$ cat src/rtl/dram_pwr_pkg.sv
package dram_pwr_pkg;
  typedef enum logic [1:0] {
    PS_ACT  = 2'b00,
    PS_STBY = 2'b01,
    PS_NAP  = 2'b10,
    PS_PDN  = 2'b11
  } pstate_e;

  // A rest mode of Active makes no sense; map it to Standby.
  function automatic pstate_e rest_of(input logic [1:0] code);
    pstate_e r;
    r = pstate_e'(code);
    if (r == PS_ACT) r = PS_STBY;
    return r;
  endfunction
endpackage

$ cat src/rtl/pwr_idle_timer.sv
module pwr_idle_timer #(
  parameter int THR_W = 16
) (
  input  logic             clk,
  input  logic             rst,
  input  logic             clr,
  input  logic [THR_W-1:0] thr,
  output logic             expired
);
  logic [THR_W-1:0] cnt_q;

  // Counts idle cycles; saturates so a long rest cannot wrap.
  always_ff @(posedge clk) begin
    if (rst || clr)          cnt_q <= '0;
    else if (cnt_q != '1)    cnt_q <= cnt_q + 1'b1;
  end

  assign expired = (cnt_q >= thr);
endmodule

$ cat src/rtl/pwr_resume_timer.sv
module pwr_resume_timer
  import dram_pwr_pkg::*;
#(
  parameter int LAT_STBY = 1,
  parameter int LAT_NAP  = 6,
  parameter int LAT_PDN  = 600
) (
  input  logic    clk,
  input  logic    rst,
  input  logic    start,
  input  pstate_e from_st,
  output logic    busy,
  output logic    done
);
  localparam int LAT_MAX = (LAT_PDN > LAT_NAP) ?
                           ((LAT_PDN > LAT_STBY) ? LAT_PDN : LAT_STBY) :
                           ((LAT_NAP > LAT_STBY) ? LAT_NAP : LAT_STBY);
  localparam int CW = (LAT_MAX < 2) ? 1 : $clog2(LAT_MAX);

  logic [CW-1:0] cnt_q;
  logic [CW-1:0] load_val;

  always_comb begin
    unique case (from_st)
      PS_STBY: load_val = CW'(LAT_STBY - 1);
      PS_NAP:  load_val = CW'(LAT_NAP - 1);
      PS_PDN:  load_val = CW'(LAT_PDN - 1);
      default: load_val = '0;
    endcase
  end

  always_ff @(posedge clk) begin
    if (rst) begin
      busy  <= 1'b0;
      cnt_q <= '0;
    end else if (start) begin
      busy  <= 1'b1;
      cnt_q <= load_val;
    end else if (busy) begin
      if (cnt_q == '0) busy <= 1'b0;
      else             cnt_q <= cnt_q - 1'b1;
    end
  end

  assign done = busy && (cnt_q == '0);
endmodule

$ cat src/rtl/pwr_policy.sv
module pwr_policy
  import dram_pwr_pkg::*;
(
  input  pstate_e cur,
  input  logic    quad,
  input  pstate_e rest,
  input  logic    activity,
  input  logic    expired,
  input  logic    busy,
  input  logic    done,
  input  logic    wake,
  output pstate_e nxt
);
  always_comb begin
    nxt = cur;
    if (done) begin
      nxt = PS_ACT;
    end else if (!busy && !wake) begin
      unique case (cur)
        PS_ACT: begin
          if (!activity) begin
            if (!quad)        nxt = rest;
            else if (expired) nxt = PS_STBY;
          end
        end
        PS_STBY: if (quad && expired) nxt = PS_NAP;
        PS_NAP:  if (quad && expired) nxt = PS_PDN;
        default: nxt = cur;
      endcase
    end
  end
endmodule

$ cat src/rtl/dram_pwr_ctrl.sv
module dram_pwr_ctrl
  import dram_pwr_pkg::*;
#(
  parameter int THR_W    = 16,
  parameter int LAT_STBY = 1,
  parameter int LAT_NAP  = 6,
  parameter int LAT_PDN  = 600
) (
  input  logic             clk,
  input  logic             rst,
  input  logic             quad_mode_i,
  input  logic [1:0]       base_state_i,
  input  logic [THR_W-1:0] thr_act_stby_i,
  input  logic [THR_W-1:0] thr_stby_nap_i,
  input  logic [THR_W-1:0] thr_nap_pdn_i,
  input  logic             req_pend_i,
  input  logic             access_i,
  output logic [1:0]       state_o,
  output logic             ready_o
);
  pstate_e          st_q, st_nxt, rest_q;
  logic             quad_q, ready_q;
  logic             activity, wake, busy, done, expired, idle_clr, mode_take;
  logic [THR_W-1:0] thr_cur;

  assign activity  = access_i | req_pend_i;
  assign wake      = (st_q != PS_ACT) && !busy && activity;
  assign mode_take = (st_q == PS_ACT) && !busy && !req_pend_i;

  always_comb begin
    unique case (st_q)
      PS_ACT:  thr_cur = thr_act_stby_i;
      PS_STBY: thr_cur = thr_stby_nap_i;
      default: thr_cur = thr_nap_pdn_i;
    endcase
  end

  assign idle_clr = activity | busy | wake | (st_nxt != st_q);

  pwr_idle_timer #(.THR_W(THR_W)) u_idle (
    .clk(clk), .rst(rst), .clr(idle_clr), .thr(thr_cur), .expired(expired)
  );

  pwr_resume_timer #(.LAT_STBY(LAT_STBY), .LAT_NAP(LAT_NAP), .LAT_PDN(LAT_PDN)) u_resume (
    .clk(clk), .rst(rst), .start(wake), .from_st(st_q), .busy(busy), .done(done)
  );

  pwr_policy u_policy (
    .cur(st_q), .quad(quad_q), .rest(rest_q), .activity(activity),
    .expired(expired), .busy(busy), .done(done), .wake(wake), .nxt(st_nxt)
  );

  always_ff @(posedge clk) begin
    if (rst) begin
      st_q    <= PS_ACT;
      ready_q <= 1'b1;
      quad_q  <= quad_mode_i;
      rest_q  <= rest_of(base_state_i);
    end else begin
      st_q <= st_nxt;
      if (wake)      ready_q <= 1'b0;
      else if (done) ready_q <= 1'b1;
      if (mode_take) begin
        quad_q <= quad_mode_i;
        rest_q <= rest_of(base_state_i);
      end
    end
  end

  assign state_o = st_q;
  assign ready_o = ready_q;
endmodule

$ cat config.mk
export PLATFORM = sky130hd
export DESIGN_NAME = dram_pwr_ctrl
export DESIGN_NICKNAME = d
export VERILOG_FILES = /design/src/rtl/dram_pwr_pkg.sv /design/src/rtl/pwr_idle_timer.sv /design/src/rtl/pwr_resume_timer.sv /design/src/rtl/pwr_policy.sv /design/src/rtl/dram_pwr_ctrl.sv
export SDC_FILE = /design/constraint.sdc
export NUM_CORES = 1
export LEC_CHECK = 0
export BUFFER_PORTS_ARGS = -buffer_cell sky130_fd_sc_hd__buf_2
export CAP_MARGIN = 5
export CORE_ASPECT_RATIO = 2
export CORE_MARGIN = 3
export CORE_UTILIZATION = 25
export DETAILED_ROUTE_END_ITERATION = 10
export GPL_ROUTABILITY_DRIVEN = 0
export PLACE_DENSITY = 0.52
export SETUP_SLACK_MARGIN = 0.3
export SYNTH_ARGS = -nofsm -noshare
export SYNTH_HDL_FRONTEND = slang
export SYNTH_HIERARCHICAL = 1
export SYNTH_SLANG_ARGS = --single-unit
$ cat constraint.sdc
create_clock -name clk -period 7 [get_ports clk]
set_input_delay 1.4 -clock clk [delete_from_list [all_inputs] [get_ports clk]]
set_output_delay 1.4 -clock clk [all_outputs]
set_load 0.05 [all_outputs]
# Word-level counts from Yosys, hierarchy flattened
# Cells that the tools add are included.
# op_classes
magnitude_cmp	1
muxes	23
n_eq_ne	6
reduce_logical	19
n_addsub	2
bitwise	4
# op_table
operator	count
16-bit case mux with 2 select lines	1
10-bit two-way mux	3
2-bit two-way mux	10
10-bit case mux with 2 select lines	1
16-bit by 1-bit adder with 16-bit output, second input constant	1
16-bit greater-or-equal comparator	1
16-bit inequality test, second input constant	1
10-bit zero test	1
10-bit by 1-bit subtractor with 10-bit output, second input constant	1
2-bit nonzero test	4
1-bit logical AND	7
1-bit two-way mux	7
2-bit case mux with 3 select lines	1
2-bit equality test, second input constant	2
2-bit zero test	2
1-bit OR	4
1-bit zero test	3
2-bit by 1-bit equality test with 1-bit output, second input constant	1
2-bit by 1-bit inequality test with 1-bit output, second input constant	1
2-bit inequality test	1
2-bit AND reduction	1
1-bit logical OR	1
# totals
out_inout_bits	3
in_bits	55
word_cells	62
register_bits	33

# Logic depth before layout (Yosys ltp)
# Gate-level depths: netlist (run 1).
# depth
ltp_word	12
ltp_mapped	19
depth_no_buf	16

# Cells and area by module
# Netlist (run 1), hierarchy kept.
# modules_own_cells
module	cells_each	area_each_um2	seq_area_each_um2	n_inst
pwr_idle_timer	150	1261.2	320.3	1
pwr_resume_timer	76	638.1	220.2	1
dram_pwr_ctrl	75	594.3	150.1	1
pwr_policy	13	77.6	0.0	1

# Least setup slack after synthesis (run 1)
# Ideal clock, no wire load.
# synth_path
path_kind	input-to-reg
from	input thr_stby_nap_i[0]
to	register u_idle.cnt_q[3]
required_ns	6.926
n_path_buf	1
setup_ns	0.074
path_stages	16
arrival_time_ns	4.389
slack_ns	2.537
path_cell_list	mux2i_1 > o21ai_0 > ha_1 > nand2b_1 > a2111oi_0 > o311a_1 > o21ai_0 > nand2_1 > nor2_1 > a221oi_1 > xnor2_1 > nand4b_1 > or2_2 > clkbuf_1 > a2111o_1 > o21ai_0
# synth_between
elab_chain_cells	11
elab_cells_between_ends	14
classes_between	order compare (1); eq/ne (1); mux (9); bitwise (1); reduce/logical (2)
# synth_rtl
element	line_no	text
start, declared	dram_pwr_ctrl.sv:14	input logic [THR_W-1:0] thr_stby_nap_i,
16-bit case mux with 2 select lines (*)	dram_pwr_ctrl.sv:31	unique case (st_q)
via thr_cur[0]	dram_pwr_ctrl.sv:24	logic [THR_W-1:0] thr_cur;
16-bit greater-or-equal comparator (*)	pwr_idle_timer.sv:18	assign expired = (cnt_q >= thr);
via expired	dram_pwr_ctrl.sv:23	logic activity, wake, busy, done, expired, idle_clr, mode_take;
2-bit two-way mux	pwr_policy.sv:23	else if (expired) nxt = PS_STBY;
2-bit two-way mux	pwr_policy.sv:22	if (!quad) nxt = rest;
2-bit two-way mux	pwr_policy.sv:21	if (!activity) begin
2-bit case mux with 3 select lines (*)	pwr_policy.sv:19	unique case (cur)
2-bit two-way mux (*)	pwr_policy.sv:18	end else if (!busy && !wake) begin
2-bit two-way mux (*)	pwr_policy.sv:16	if (done) begin
via st_nxt[0]	dram_pwr_ctrl.sv:21	pstate_e st_q, st_nxt, rest_q;
2-bit inequality test (*)	dram_pwr_ctrl.sv:38	assign idle_clr = activity | busy | wake | (st_nxt != st_q);
1-bit OR (*)	dram_pwr_ctrl.sv:38	
via idle_clr	dram_pwr_ctrl.sv:23	
1-bit logical OR (*)	pwr_idle_timer.sv:14	if (rst || clr) cnt_q <= '0;
end signal, assigned	pwr_idle_timer.sv:15	else if (cnt_q != '1) cnt_q <= cnt_q + 1'b1;
end, declared	pwr_idle_timer.sv:10	logic [THR_W-1:0] cnt_q;
# The timed path passes the listed nets; every way through them passes the cells marked *.
# A chain may end at the register's enable or synchronous reset.

# Final worst setup path (run 1)
# layout_path
from	input thr_stby_nap_i[13]
to	register u_idle.cnt_q[4]
# Same word-level chain as after synthesis.

==> results of run 1 <==
logic make-up (layout without fill, tap and decap cells):
group                    count (synthesis)  in the layout  synth area share, %
AND/OR/NAND/NOR                        122            122                 27.5
AO/OA/AOI/OAI                           77             77                 19.5
buffers and inverters                   35             94                 6.23
flip-flops                              33             33                 26.9
multiplexers                            24             24                 9.39
adder cells (fa/ha/maj)                 18             18                 8.76
XOR/XNOR                                 5              5                 1.70
sequential cells by signal (all words and copies together) (netlist names):
signal          count
u_resume/busy       1
state_o             2
u_resume/cnt_q     10
rest_q              2
quad_q              1
ready_o             1
u_idle/cnt_q       16
worst min-delay path by stage:
stage,from,to,slack (ns),depth (start not counted)
after floorplan,u_resume/cnt_q[9],u_resume/cnt_q[9],0.45,2
after global placement,u_resume/cnt_q[9],u_resume/cnt_q[9],0.49,2
after detailed placement,u_resume/cnt_q[9],u_resume/cnt_q[9],0.49,2
after CTS,u_resume/cnt_q[9],u_resume/cnt_q[9],0.50,2
after global routing,u_resume/cnt_q[9],u_resume/cnt_q[9],0.50,2
final,u_resume/cnt_q[9],u_resume/cnt_q[9],0.49,2
report_power, final:
| part | internal (mW) | switching, mW | leakage (nW) | total [mW] |
|---|---|---|---|---|
| logic | 0.0557 | 0.0710 | 0.894 | 0.127 |
| registers | 0.199 | 0.00933 | 0.272 | 0.208 |
| clock network | 0.150 | 0.0813 | 0.0799 | 0.232 |
through the flow:
stage	setup WS, ns	cells	power (mW)	util (%)	area, um^2
finish	2.24	505	0.566	31.7	3140
global route	1.80	505	0.597	31.7	3140
CTS	2.22	505	0.573	31.7	3140
detailed placement	1.94	497	0.339	30.1	2980
global placement	2.11	497	0.337	30.1	2980
floorplan	2.54	314	0.300	-	2570
cell usage in the layout (no fill, tap or decap), types with 2 or more instances in the layout:
master     count
mux2i_1       23
nand3_1       10
and3_1         7
nand4_1        5
nor2b_1        3
dfxtp_1       30
o21ai_0       20
and4_1         3
nor3_1         5
inv_1         26
nor2_1        18
a21oi_1       15
nor4_2         2
a2111o_1       2
nor3_2         2
a31oi_1        4
a21o_1         5
clkbuf_8       2
nor4_4         2
nand2b_1       3
a221oi_1       3
xnor2_1        5
buf_4          3
a211oi_1       6
and2_1         2
clkbuf_16      5
or3_1          8
buf_2         57
nand2_1       37
nand4b_1       2
o21ai_1        9
or2_2          3
ha_1          18
edfxtp_1       3
critical path, stage by stage:
cell and delay (ns):
buf_2 0.07, mux2i_1 0.06, o21ai_0 0.16, inv_1 0.09
ha_1 0.31, a21o_1 0.18, a21o_1 0.17, a221oi_1 0.36
o21ai_0 0.21, nand2_1 0.10, nor2_1 0.05, a221oi_1 0.41
xnor2_1 0.17, nand4b_1 0.29, or2_2 0.50, a2111o_1 0.36
o21ai_0 0.08
cell type report:
| cell class | instances | area share (%) |
|---|---|---|
| multi-input cells | 246 | 54.8 |
| repair buffers | 60 | 9.80 |
| clock inverters | 1 | 0.159 |
| clock buffers | 7 | 4.86 |
| well taps | 132 | 5.26 |
| inverters | 26 | 3.11 |
| flip-flops and latches | 33 | 22.0 |
per-layer routing:
metal	global-route usage, %	routed length (um)	vias to the layer above
li1	-	-	1267
met3	2.11	224	7
met1	12.6	2740	1184
met2	26.1	4270	47
met5	0	0	-
met4	4.99	122	0
==> results.sh, run 1 <==
export IMPL_status="completed"
export IMPL_worstRegToRegCells=16
export IMPL_yosys_area_top_type="dfxtp_1"
export IMPL_post_drt_wl_per_cell_um=14.6
export IMPL_r2r_start="state_o[0]"
export IMPL_finClkSkew_ns=0.00840
export IMPL_relSlewSlack_pct=62.4
export IMPL_synth_ff_type="dfxtp_1"
export IMPL_worstPathArrival_ns=4.97
export IMPL_avgSynthCellArea_um2=8.19
export IMPL_antenna_found_initial=0
export IMPL_core_um2=9890
export IMPL_postCtsSetupBuffers=0
export IMPL_holdBufCountCts=0
export IMPL_cts_tree="built"
export IMPL_vias_per_cell=4.96
export IMPL_crit_start="thr_stby_nap_i[13]"
export IMPL_r2r_end="u_idle/cnt_q[4]"
export IMPL_yosysSeqAreaShare_pct=26.9
export IMPL_port_buffers=57
export IMPL_required_ns=7.21
export IMPL_setup_violations=0
export IMPL_clockBufferDepth=2
export IMPL_synth_edf_count=3
export IMPL_powerDensity_nw_per_um2=180
export IMPL_drc=0
export IMPL_io_pins=58
export IMPL_drt_wl_total_um=7360
export IMPL_synthTopCellsByArea="dfxtp_1 23%, mux2i_1 9.0%, ha_1 8.8%"
export IMPL_fill_cells=1050
export IMPL_ff2ff_setup_slack_ns=2.40
export IMPL_syn_inst=314
export IMPL_synth_common_cells="37 x nand2_1, 30 x dfxtp_1, 26 x inv_1"
export IMPL_min_path_type="register to register"
export IMPL_htreeDepth=2
export IMPL_rows=51
export IMPL_synth_nets=387
export IMPL_tns_ns=0
export IMPL_synth_distinct_cells=59
export IMPL_p_leak_nw=1.25
export IMPL_seq_area_um2=691
export IMPL_holdWs_ns=0.487
export IMPL_initialDrtViolationCount=130
export IMPL_synthesis_area_um2=2570
export IMPL_cts_root_buf="clkbuf_16"
export IMPL_first_pass_iters=4
export IMPL_start_util_pct=26.0
export IMPL_grt_max_degree=42
export IMPL_ant_nets=0
export IMPL_crit_end="u_idle/cnt_q[4]"
export IMPL_fin_nets=445
export IMPL_multi_input_area_um2=1720
export IMPL_die_x_um=77.7
export IMPL_yosysWarningCount=6
export IMPL_grt_pass1_wl_um=11900
export IMPL_fin_crit_sh_pct=68.0
export IMPL_ys_seq_elements=33
export IMPL_grt_pass1_vias=2496
export IMPL_clkSinkCount=33
export IMPL_min_period_ns=4.76
export IMPL_max_freq_ghz=0.210
export IMPL_rsz0062_at_grt="no"
export IMPL_clk_pin_slew_worst_paths_ns=0.06
export IMPL_die_area_um2=11600
export IMPL_critPathCaptureType="register"
export IMPL_grtUsageTotal_pct=12.9
export IMPL_cts_made_buffers=5
export IMPL_diodes=0
export IMPL_yosysTopAreaCellShare_pct=23.4
export IMPL_async_flop_share_pct=0
export IMPL_yosysMostFrequentCell="nand2_1"
export IMPL_critPathMaxFanout=10
export IMPL_vias=2505
export IMPL_crit_type="input port to register"
export IMPL_slew_viol_final=0
export IMPL_ir_drop_mv=0.0800
export IMPL_drive_above_1_share_pct=23.3
export IMPL_drv_cap=0
export IMPL_hpwl_um=5960
export IMPL_grt_overflow=0
export IMPL_clk_latency_ns=0.28
export IMPL_tightest_slew_ns=0.562
export IMPL_hold_viol=0
export IMPL_cts_resized=0
export IMPL_start_kind="input port"
export IMPL_die_y_um=149
export IMPL_area_growth_pct=22.1
(Power assumes the default switching activity.)
==> inputs of run 2 (changes only) <==
Settings changed: PLACE_DENSITY 0.52 to 0.54.
Clock period 7 ns to 4.25 ns, I/O delays scaled along.
==> results.sh, run 2 (same netlist as run 1, synthesis figures left out) <==
export IMPL_status="completed"
export IMPL_start_kind="input port"
export IMPL_relSlewSlack_pct=62.3
export IMPL_grt_pass1_vias=2587
export IMPL_start_util_pct=26.0
export IMPL_reg_top3="u_idle/cnt_q x16, u_resume/cnt_q x10"
export IMPL_drive_above_1_share_pct=25.5
export IMPL_layout_common_cells="57 x buf_2, 37 x nand2_1, 28 x dfxtp_1, 26 x inv_1, 23 x mux2i_1"
export IMPL_cts_root_buf="clkbuf_16"
export IMPL_clockPowerShare_pct=38.3
export IMPL_slew_viol_final=0
export IMPL_clk_pin_slew_worst_paths_ns=0.06
export IMPL_tightest_slew_ns=0.561
export IMPL_swShare_pct=30.0
export IMPL_core_um2=9890
export IMPL_finClkSkew_ns=0.00810
export IMPL_ant_nets=0
export IMPL_drv_cap=0
export IMPL_setup_violations=0
export IMPL_fin_nets=453
export IMPL_area_growth_pct=24.9
export IMPL_final_common_cell="buf_2"
export IMPL_tns_ns=0
export IMPL_hpwl_um=5810
export IMPL_port_buffers=57
export IMPL_min_path_type="register to register"
export IMPL_holdWs_ns=0.491
export IMPL_die_x_um=77.7
export IMPL_antenna_found_initial=0
export IMPL_grt_pass1_wl_um=11800
export IMPL_powerDensity_nw_per_um2=286
export IMPL_pwr_share_seq_pct=37.4
export IMPL_clkSinkCount=33
export IMPL_fin_crit_sh_pct=87.8
export IMPL_grtUsageTotal_pct=12.7
export IMPL_die_y_um=149
export IMPL_critPathCaptureType="register"
export IMPL_comb_power_share_pct=24.3
export IMPL_htreeDepth=2
export IMPL_hold_viol=0
export IMPL_holdBufCountCts=0
export IMPL_intPower_uw=642
export IMPL_diodes=0
export IMPL_io_pins=58
export IMPL_max_flop_register="u_idle/cnt_q"
export IMPL_grt_max_degree=32
export IMPL_die_area_um2=11600
export IMPL_switchingPower_uw=275
export IMPL_vias=2584
export IMPL_cts_tree="built"
export IMPL_post_drt_wl_per_cell_um=14.5
export IMPL_drt_wl_total_um=7430
export IMPL_first_pass_iters=4
export IMPL_drc=0
export IMPL_critPathMaxFanout=4
export IMPL_clk_latency_ns=0.28
export IMPL_largest_register_ffs=16
export IMPL_required_ns=4.45
export IMPL_min_period_ns=3.73
export IMPL_worstPathArrival_ns=3.94
export IMPL_crit_type="input port to register"
export IMPL_rows=51
export IMPL_ir_drop_mv=0.139
export IMPL_vias_per_cell=5.04
export IMPL_rsz0062_at_grt="no"
export IMPL_max_freq_ghz=0.268
export IMPL_initialDrtViolationCount=76
export IMPL_grt_overflow=0
export IMPL_p_leak_nw=1.28
export IMPL_cts_made_buffers=5
export IMPL_clockBufferDepth=2
-- run 2: path summary, 6_finish.rpt --
path	startpoint	endpoint	slack [ns]	cells past startpoint
max	thr_stby_nap_i[0]	u_idle/cnt_q[4]	0.52	16
min	u_resume/cnt_q[9]	u_resume/cnt_q[9]	0.49	2
max reg2reg	state_o[0]	u_idle/cnt_q[4]	0.63	18
min reg2reg	u_resume/cnt_q[9]	u_resume/cnt_q[9]	0.49	2
-- run 2: routing by layer --
metal / wire [um] / track usage [%] / up-vias
met5: 0 / 0 / -
li1: - / - / 1287
met4: 287 / 6.15 / 0
met3: 299 / 2.11 / 22
met1: 2600 / 11.8 / 1198
met2: 4240 / 25.6 / 77
-- run 2: through the flow --
| stage | power [mW] | setup slack [ns] | std cells | util (%) | instance area [um^2] |
|---|---|---|---|---|---|
| floorplan | 0.493 | 0.338 | 314 | - | 2580 |
| global placement | 0.563 | 0.226 | 501 | 30.6 | 3030 |
| detailed placement | 0.566 | 0.119 | 501 | 30.6 | 3030 |
| CTS | 0.923 | 0.327 | 509 | 32.0 | 3170 |
| global route | 0.970 | 0.325 | 513 | 32.5 | 3210 |
| finish | 0.917 | 0.517 | 513 | 32.5 | 3210 |
-- run 2: final cells by class --
class | count | area [um^2]
clock buffer | 6 | 129
clock inverter | 2 | 10.0
fill | 1049 | 6680
inverter | 26 | 97.6
multi-input combinational | 246 | 1730
sequential | 33 | 698
tap | 132 | 165
timing repair buffer | 68 | 384
-- run 2: repair_timing --
action	4_1_cts	5_1_grt
resized for setup	0	3
endpoints found under the setup margin	0	16
setup buffers	0	4
-- run 2: worst max-delay path, stage by stage --
cell and delay [ns]:
buf_2 0.10, mux2i_1 0.12, o21ai_0 0.10, ha_1 0.29, nand2b_1 0.13, a2111oi_0 0.43
o311a_1 0.24, o21ai_1 0.11, nand2_1 0.08, nor2_1 0.06, a221oi_2 0.33, xnor2_1 0.16
nand4b_1 0.15, or2_2 0.38, a2111o_1 0.35, o21ai_0 0.07
-- run 2: power by group through the flow --
| stage | sequential [mW] | combinational [mW] | clock [mW] |
|---|---|---|---|
| floorplan | 0.352 | 0.142 | 0 |
| global route | 0.345 | 0.247 | 0.377 |
| global placement | 0.354 | 0.209 | 0 |
| finish | 0.343 | 0.223 | 0.352 |
| detailed placement | 0.354 | 0.211 | 0 |
| CTS | 0.348 | 0.213 | 0.363 |
==> inputs of run 3 (changes only) <==
Settings changed: CORE_ASPECT_RATIO 2 to default.
==> results.sh, run 3 (same netlist as run 1, synthesis figures left out) <==
export IMPL_clockPowerShare_pct=29.7
export IMPL_vias_per_cell=4.85
export IMPL_hold_viol=0
export IMPL_fin_nets=455
export IMPL_tightest_slew_ns=0.499
export IMPL_rows=36
export IMPL_met1_usage_pct=14.6
export IMPL_intPower_uw=541
export IMPL_switchingPower_uw=248
export IMPL_largest_register_ffs=16
export IMPL_cts_root_buf="clkbuf_8"
export IMPL_core_um2=9860
export IMPL_layout_common_cells="57 x buf_2, 37 x nand2_1, 28 x dfxtp_1, 26 x inv_1, 23 x mux2i_1"
export IMPL_clk_latency_ns=0.28
export IMPL_vias=2505
export IMPL_antenna_found_initial=0
export IMPL_pwr_share_seq_pct=43.9
export IMPL_ir_drop_mv=0.154
export IMPL_dpl_cell_area_um2=3010
export IMPL_tns_ns=0
export IMPL_clkSinkCount=33
export IMPL_comb_power_share_pct=26.5
export IMPL_first_pass_iters=4
export IMPL_max_flop_register="u_idle/cnt_q"
export IMPL_use_met2_pct=19.4
export IMPL_worstPathArrival_ns=3.86
export IMPL_hpwl_um=4980
export IMPL_diodes=0
export IMPL_min_path_type="register to register"
export IMPL_cts_made_buffers=5
export IMPL_final_common_cell="buf_2"
export IMPL_swShare_pct=31.4
export IMPL_start_kind="input port"
export IMPL_die_y_um=107
export IMPL_grt_pass1_vias=2392
export IMPL_drc=0
export IMPL_clk_pin_slew_worst_paths_ns=0.07
export IMPL_grt_max_degree=42
export IMPL_relSlewSlack_pct=66.5
export IMPL_slew_viol_final=0
export IMPL_status="completed"
export IMPL_post_drt_wl_per_cell_um=12.6
export IMPL_grt_pass1_wl_um=10800
export IMPL_powerDensity_nw_per_um2=249
export IMPL_rsz0062_at_grt="no"
export IMPL_die_x_um=107
export IMPL_finClkSkew_ns=0.00726
export IMPL_use_met3_pct=2.04
export IMPL_fin_util_pct=32.1
export IMPL_die_area_um2=11500
export IMPL_cts_tree="built"
export IMPL_fin_crit_sh_pct=85.6
export IMPL_reg_top3="u_idle/cnt_q x16, u_resume/cnt_q x10"
export IMPL_dp_cells=501
export IMPL_crit_type="input port to register"
export IMPL_holdBufCountCts=0
export IMPL_busiest_layer="met2"
export IMPL_drt_wl_total_um=6510
export IMPL_start_util_pct=26.1
export IMPL_grtUsageTotal_pct=11.3
export IMPL_drv_cap=0
export IMPL_stdcell_count=516
export IMPL_clockBufferDepth=2
export IMPL_area_growth_pct=23.1
export IMPL_holdWs_ns=0.487
export IMPL_max_freq_ghz=0.275
export IMPL_ant_nets=0
export IMPL_fin_area_um2=3160
export IMPL_critPathMaxFanout=6
export IMPL_initialDrtViolationCount=138
export IMPL_drive_above_1_share_pct=26.1
export IMPL_required_ns=4.47
export IMPL_grt_overflow=0
export IMPL_setup_violations=0
export IMPL_io_pins=58
export IMPL_htreeDepth=2
export IMPL_min_period_ns=3.64
export IMPL_port_buffers=57
export IMPL_critPathCaptureType="register"
export IMPL_p_leak_nw=1.27
## run 3: worst paths after layout
kind                     startpoint                end  cells past startpoint  slack (ns)
setup / recovery  thr_stby_nap_i[0]    u_idle/cnt_q[3]                     16        0.61
hold / removal    u_resume/cnt_q[9]  u_resume/cnt_q[9]                      2        0.49
setup reg to reg         state_o[1]    u_idle/cnt_q[3]                     14        0.70
hold reg to reg   u_resume/cnt_q[9]  u_resume/cnt_q[9]                      2        0.49
## run 3: critical path, stage by stage
cell and delay (ns):
buf_2 0.09, mux2i_1 0.12, o21ai_0 0.10, ha_1 0.30, nand2b_1 0.15, a2111oi_2 0.35, o311a_1 0.22, o21ai_1 0.13
nand2_1 0.09, nor2_1 0.05, a221oi_2 0.32, xnor2_1 0.15, nand4b_1 0.13, or2_2 0.38, a2111o_1 0.35, o21ai_0 0.07
## run 3: final cells by class
class / instances / area [um^2]
timing repair buffer: 70 / 387
clock inverter: 2 / 10.0
clock buffer: 6 / 72.6
sequential: 33 / 698
fill: 1041 / 6700
multi-input combinational: 246 / 1730
tap: 133 / 166
inverter: 26 / 97.6
## run 3: metrics by stage
stage | setup WS [ns] | power [mW]
after floorplan | 0.338 | 0.493
after global placement | 0.215 | 0.551
after detailed placement | 0.0937 | 0.555
after CTS | 0.389 | 0.794
after global routing | 0.328 | 0.843
final | 0.611 | 0.789
## run 3: metal layers
metal	routed length (um)	vias up
li1	-	1287
met1	3170	1168
met2	3060	43
met3	223	7
met4	61	0
met5	0	-
## run 3: what timing repair did
| item | 4_1_cts | 5_1_grt |
|---|---|---|
| setup buffers | 0 | 7 |
| resized for setup | 1 | 5 |
| setup endpoints to repair | 2 | 14 |
## run 3: power by group through the flow
stage	combinational (mW)	clock (mW)	sequential (mW)
3_3_place_gp	0.197	0	0.354
6_report	0.209	0.234	0.346
3_5_place_dp	0.200	0	0.355
2_1_floorplan	0.142	0	0.352
5_1_grt	0.238	0.256	0.349
4_1_cts	0.201	0.245	0.347
